<file path="config.mk">
export PLATFORM = sky130hd
export DESIGN_NAME = tri_level_intc
export DESIGN_NICKNAME = d
export VERILOG_FILES = /design/src/rtl/tlic_pkg.sv /design/src/rtl/tlic_datapath.sv /design/src/rtl/tlic_ctrl.sv /design/src/rtl/tri_level_intc.sv
export SDC_FILE = /design/constraint.sdc
export NUM_CORES = 1
export LEC_CHECK = 0
export BUFFER_PORTS_ARGS = -buffer_cell sky130_fd_sc_hd__buf_4
export CORE_UTILIZATION = 40
export CTS_CLUSTER_SIZE = 12
export DETAILED_ROUTE_END_ITERATION = 8
export GPL_TIMING_DRIVEN = 0
export PLACE_DENSITY = 0.71
export SLEW_MARGIN = 20
export SYNTH_ARGS = -nofsm -noshare
export SYNTH_HDL_FRONTEND = slang
export SYNTH_SLANG_ARGS = --single-unit
</file>
<file path="constraint.sdc">
create_clock -name clk -period 36.8 [get_ports clk]
set_input_delay 7.36 -clock clk [delete_from_list [all_inputs] [get_ports clk]]
set_output_delay 7.36 -clock clk [all_outputs]
set_load 0.05 [all_outputs]
</file>
<file path="src/rtl/tlic_pkg.sv">
package tlic_pkg;

  // Service level; the numeric order is the priority order.
  typedef enum logic [1:0] {
    LVL_NONE = 2'd0,
    LVL_LOW  = 2'd1,
    LVL_HIGH = 2'd2,
    LVL_TOP  = 2'd3
  } level_t;

  // Strobes from control to datapath.
  typedef struct packed {
    logic push;
    logic pop;
    logic latchVec;
  } ctrl_t;

endpackage

</file>
<file path="src/rtl/tlic_datapath.sv">
module tlic_datapath
  import tlic_pkg::*;
#(
  parameter int NUM_VEC  = 10,
  parameter int NUM_TOP  = 2,
  parameter int DEPTH    = 3,
  parameter int VEC_BASE = 3,
  parameter int VEC_STEP = 8,
  parameter int ADDR_W   = 8
) (
  input  logic               clk,
  input  logic               rstN,
  input  logic [NUM_VEC-1:0] reqIn,
  input  logic [NUM_VEC-1:0] lvlSel,
  input  ctrl_t              ctrl,
  output level_t             winLevel,
  output logic               anyReq,
  output level_t             curLevel,
  output logic [ADDR_W-1:0]  vecAddr
);

  localparam int IDX_W = (NUM_VEC > 1) ? $clog2(NUM_VEC) : 1;
  localparam int CNT_W = $clog2(DEPTH + 1);

  level_t           vecLvl [NUM_VEC];
  level_t           bestLvl;
  logic [IDX_W-1:0] bestIdx;
  level_t           stk [DEPTH];
  logic [CNT_W-1:0] cnt;

  // Per-vector level mapping: the first NUM_TOP vectors choose top/low,
  // the rest choose high/low.
  for (genvar gi = 0; gi < NUM_VEC; gi++) begin : g_lvl
    if (gi < NUM_TOP) begin : g_top
      assign vecLvl[gi] = lvlSel[gi] ? LVL_TOP : LVL_LOW;
    end else begin : g_std
      assign vecLvl[gi] = lvlSel[gi] ? LVL_HIGH : LVL_LOW;
    end
  end

  // Ascending scan with strict compare: an equal level never displaces
  // an earlier (lower address) candidate.
  always_comb begin
    bestLvl = LVL_NONE;
    bestIdx = '0;
    for (int i = 0; i < NUM_VEC; i++) begin
      if (reqIn[i] && (vecLvl[i] > bestLvl)) begin
        bestLvl = vecLvl[i];
        bestIdx = IDX_W'(i);
      end
    end
  end

  assign winLevel = bestLvl;
  assign anyReq   = (bestLvl != LVL_NONE);

  // The top of the stack is the level in service.
  always_comb begin
    curLevel = LVL_NONE;
    for (int i = 0; i < DEPTH; i++) begin
      if (cnt == CNT_W'(i + 1)) curLevel = stk[i];
    end
  end

  always_ff @(posedge clk) begin
    if (!rstN) begin
      cnt     <= '0;
      vecAddr <= '0;
      for (int i = 0; i < DEPTH; i++) stk[i] <= LVL_NONE;
    end else begin
      if (ctrl.pop) begin
        cnt <= cnt - 1'b1;
      end else if (ctrl.push && (cnt < CNT_W'(DEPTH))) begin
        for (int i = 0; i < DEPTH; i++) begin
          if (cnt == CNT_W'(i)) stk[i] <= bestLvl;
        end
        cnt <= cnt + 1'b1;
      end
      if (ctrl.latchVec) begin
        vecAddr <= ADDR_W'(VEC_BASE + VEC_STEP * int'(bestIdx));
      end
    end
  end

endmodule

</file>
<file path="src/rtl/tlic_ctrl.sv">
module tlic_ctrl
  import tlic_pkg::*;
(
  input  logic   ackIn,
  input  logic   retIn,
  input  level_t winLevel,
  input  logic   anyReq,
  input  level_t curLevel,
  output logic   irqOut,
  output ctrl_t  ctrl
);

  logic accept;

  // Only a strictly higher level may preempt the service in progress.
  assign irqOut = anyReq && (winLevel > curLevel);

  // A return has precedence over an acknowledge in the same cycle.
  assign accept        = ackIn && !retIn && irqOut;
  assign ctrl.pop      = retIn && (curLevel != LVL_NONE);
  assign ctrl.push     = accept;
  assign ctrl.latchVec = accept;

endmodule

</file>
<file path="src/rtl/tri_level_intc.sv">
module tri_level_intc
  import tlic_pkg::*;
#(
  parameter int NUM_VEC  = 10,
  parameter int NUM_TOP  = 2,
  parameter int DEPTH    = 3,
  parameter int VEC_BASE = 3,
  parameter int VEC_STEP = 8,
  parameter int ADDR_W   = 8
) (
  input  logic               clk,
  input  logic               rstN,
  input  logic [NUM_VEC-1:0] reqIn,
  input  logic [NUM_VEC-1:0] lvlSel,
  input  logic               ackIn,
  input  logic               retIn,
  output logic               irqOut,
  output logic [ADDR_W-1:0]  vecAddr,
  output logic [1:0]         actLevel
);

  ctrl_t  ctrl;
  level_t winLevel;
  level_t curLevel;
  logic   anyReq;

  tlic_ctrl u_ctrl (
    .ackIn    (ackIn),
    .retIn    (retIn),
    .winLevel (winLevel),
    .anyReq   (anyReq),
    .curLevel (curLevel),
    .irqOut   (irqOut),
    .ctrl     (ctrl)
  );

  tlic_datapath #(
    .NUM_VEC  (NUM_VEC),
    .NUM_TOP  (NUM_TOP),
    .DEPTH    (DEPTH),
    .VEC_BASE (VEC_BASE),
    .VEC_STEP (VEC_STEP),
    .ADDR_W   (ADDR_W)
  ) u_dp (
    .clk      (clk),
    .rstN     (rstN),
    .reqIn    (reqIn),
    .lvlSel   (lvlSel),
    .ctrl     (ctrl),
    .winLevel (winLevel),
    .anyReq   (anyReq),
    .curLevel (curLevel),
    .vecAddr  (vecAddr)
  );

  assign actLevel = curLevel;

endmodule

</file>
==> impl_metrics.tcl <==
set metrics [dict create \
    wl_per_cell_um 12.5 \
    grt_pass1_wl_mm 6.15 \
    reg2reg_setup_slack_ps 33220 \
    num_vias 1617 \
    dp_hpwl_mm 2.91 \
    clk_path_buf_depth 2 \
    synth_warnings 0 \
    power_switching_mw 0.0437 \
    overflow 0 \
    h-tree-depth 1 \
    setup_viol 0 \
    fin_skew_ps 0.461 \
    synth_flop_cell "dfxtp_1" \
    clockPowerShare 0.135 \
    whs_path_depth 2 \
    cts.clk_slew.worst_paths_ps 50 \
    dr.pass1.iters 4 \
    critPathMaxFanout 5 \
    async_flop_share 0 \
    finalNetCount 277 \
    r2r-start "u_dp.cnt[0]" \
    crit_path_end_kind "output pin" \
    powerDensity_nw_per_um2 49.1 \
    synth_compound_area_frac 0.277 \
    yosys.area_share.adder 0.122 \
    cts_tree "done" \
    synth_top_family_by_area "simple AND/OR/NAND/NOR gates" \
    setup_tns_ps 0 \
    io_buffers 31 \
    post-cts-setup-buffers 0 \
    grt_max_degree 11 \
    switching_share 0.474 \
    drv_cap 0 \
    power_mw 0.0923 \
    critPathLaunchType "input port" \
    cts_buffers 3 \
    rsz0062_at_grt "false" \
    ios 35 \
    worst-path-buf-inv 4 \
    cp.required_ps 29440 \
    ys_seq_elements 13 \
    groute.usage.overall 0.185 \
    worstRegToRegCells 15 \
    cts-root-buf "clkbuf_8" \
    slowest_delay_ps 640 \
    syn_area_um2 1540 \
    drv_slew 0 \
    drive_gt1_frac 0.219 \
    first_iter_violations 80 \
    fin_crit_ps 26260 \
    die-area_um2 4100 \
    worst_slack_ps 10540 \
    worst_slew_pin_slew_ps 708 \
    synthXorXnorAreaFrac 0 \
    final_antenna_net_count 0 \
    synthMuxAreaShare 0.0211 \
    critical_path_class "in -> out" \
    cpMaxStageDelayCell "a2111oi_0" \
    yosysUniqueCellTypes 55 \
    outcome "finished, final reports clean" \
    coreArea_um2 3690 \
    gp_congestion 0.814 \
    fin_crit_sh 0.714 \
    p_int_mw 0.0486 \
    syn_area_per_cell_um2 7.66 \
    drcViolationCount 0 \
    cts-resized-gates 0 \
    hold_violations 0 \
    crit_family "compound AO/OA/AOI/OAI gates" \
    antenna_found_initial 0 \
    leakage_nw 0.815 \
    crit_top_cell "ha_1" \
    min-delay-start "u_dp.vecAddr[5]" \
    n_antenna_cell 0 \
    final_common_cell "buf_4" \
    die_y_um 64.0 \
    cp.arrival_ps 18900 \
    clock_latency_ps 240 \
    grt_pass1_vias 1423 \
    syn_to_final_growth_pct 22.2 \
    rows 22 \
    timing.fmax_mhz 38.1 \
    finalWirelength_mm 3.55 \
    hold_buffers 0 \
    start_util 0.417 \
    slew_headroom 0.516 \
    yosysSeqAreaShare 0.208 \
    rr_endpoint "u_dp.stk[0][5]" \
    pre_cts_slack_ps 10580 \
    via_per_inst 5.67 \
    vdd_ir_drop_max_v 0.0000154 \
    cts_sinks 13 \
    die_x_um 64.0 \
    hold_path_class "reg -> reg" \
    comb_power_share 0.636 \
    syn_inst 201 \
    synthSimpleGateAreaFrac 0.302 \
    p_seq_frac 0.228 \
    layout_common_cells "34 x buf_4, 25 x nand2_1, 16 x nor2_1, 16 x inv_1, 15 x ha_1" \
    hold_path_end "u_dp.vecAddr[5]" \
    synth_edf_count 6 \
]
==> routing by layer <==
metal | part of all wire | track usage | up-vias | wire length [µm]
met3 | 0.055 | 0.0357 | 0 | 195
met2 | 0.47 | 0.313 | 45 | 1670
met1 | 0.48 | 0.250 | 738 | 1690
met4 | 0 | 0.0170 | 0 | 0
met5 | 0 | 0 | - | 0
li1 | - | - | 834 | -
==> sequential cells by signal (all words and copies together), names as in the netlist <==
name,flops
u_dp.cnt,2
u_dp.vecAddr,5
u_dp.stk,6
==> how the worst max path moves through the flow <==
stage	slack, ps	start	end	cells past startpoint
floorplan	11690	lvlSel[0]	irqOut	53
global placement	10770	reqIn[0]	irqOut	54
detailed placement	10580	reqIn[0]	irqOut	54
CTS	10510	reqIn[0]	irqOut	54
global route	9410	reqIn[0]	irqOut	55
finish	10540	reqIn[0]	irqOut	54
==> cells by family (layout without fill, tap and decap cells) <==
family | count (synthesis) | count (layout)
DFF | 13 | 13
and+or+nand+nor | 89 | 89
buffers and inverters | 22 | 57
AOI/OAI and AO/OA | 58 | 58
adders and majority gates | 15 | 15
muxes | 3 | 3
other | 1 | 2
==> area by class of cell <==
class	count	area (µm²)
plain buffers	6	42.5
clock buffers	4	45.0
fillers	380	1810
inverters	16	60.1
multi-input cells	167	1120
flip-flops and latches	13	320
well taps	48	60.1
repair buffers	31	233
==> worst min-delay path, delay by kind of cell (launching register included) <==
family	cells	cell delay, ps
flip-flops	1	310
AND/OR/NAND/NOR	1	70
AO/OA/AOI/OAI	1	50
==> cells in the mapped netlist (2+ instances only) <==
master	instances	area, µm²
nor3_1	5	25.0
a31o_2	2	17.5
a311oi_1	2	17.5
or2_2	2	12.5
o21ai_1	4	20.0
nand2_1	25	93.8
a31oi_1	6	37.5
o21ai_0	9	45.0
o31ai_1	2	15.0
a21oi_1	11	55.1
nand2b_1	2	12.5
nand3_1	8	40.0
o21a_1	4	30.0
and2_1	3	18.8
nor2_1	16	60.1
dfxtp_1	7	140
buf_4	3	22.5
a22oi_1	2	15.0
ha_1	15	188
nand4_1	10	62.6
inv_1	16	60.1
nand4b_1	4	35.0
and3_1	4	25.0
mux2_2	2	22.5
nor4_1	2	12.5
edfxtp_1	6	180
==> metrics by stage <==
step | area (µm²) | hold WS [ps] | util | cells
6_report | 1880 | 479 | 0.510 | 285
5_1_grt | 1880 | 500 | 0.510 | 285
4_1_cts | 1880 | 480 | 0.510 | 285
3_5_place_dp | 1840 | 463 | 0.498 | 281
3_3_place_gp | 1840 | 465 | 0.498 | 281
2_1_floorplan | 1540 | 518 | - | 202
==> power groups by stage <==
stage               registers [mW]  clock network, mW  logic [mW]
global placement            0.0213                  0      0.0575
detailed placement          0.0213                  0      0.0585
floorplan                   0.0242                  0      0.0409
CTS                         0.0211             0.0126      0.0589
global route                0.0215             0.0135      0.0655
finish                      0.0211             0.0125      0.0587
No activity file was read; power rests on OpenSTA's default activity.
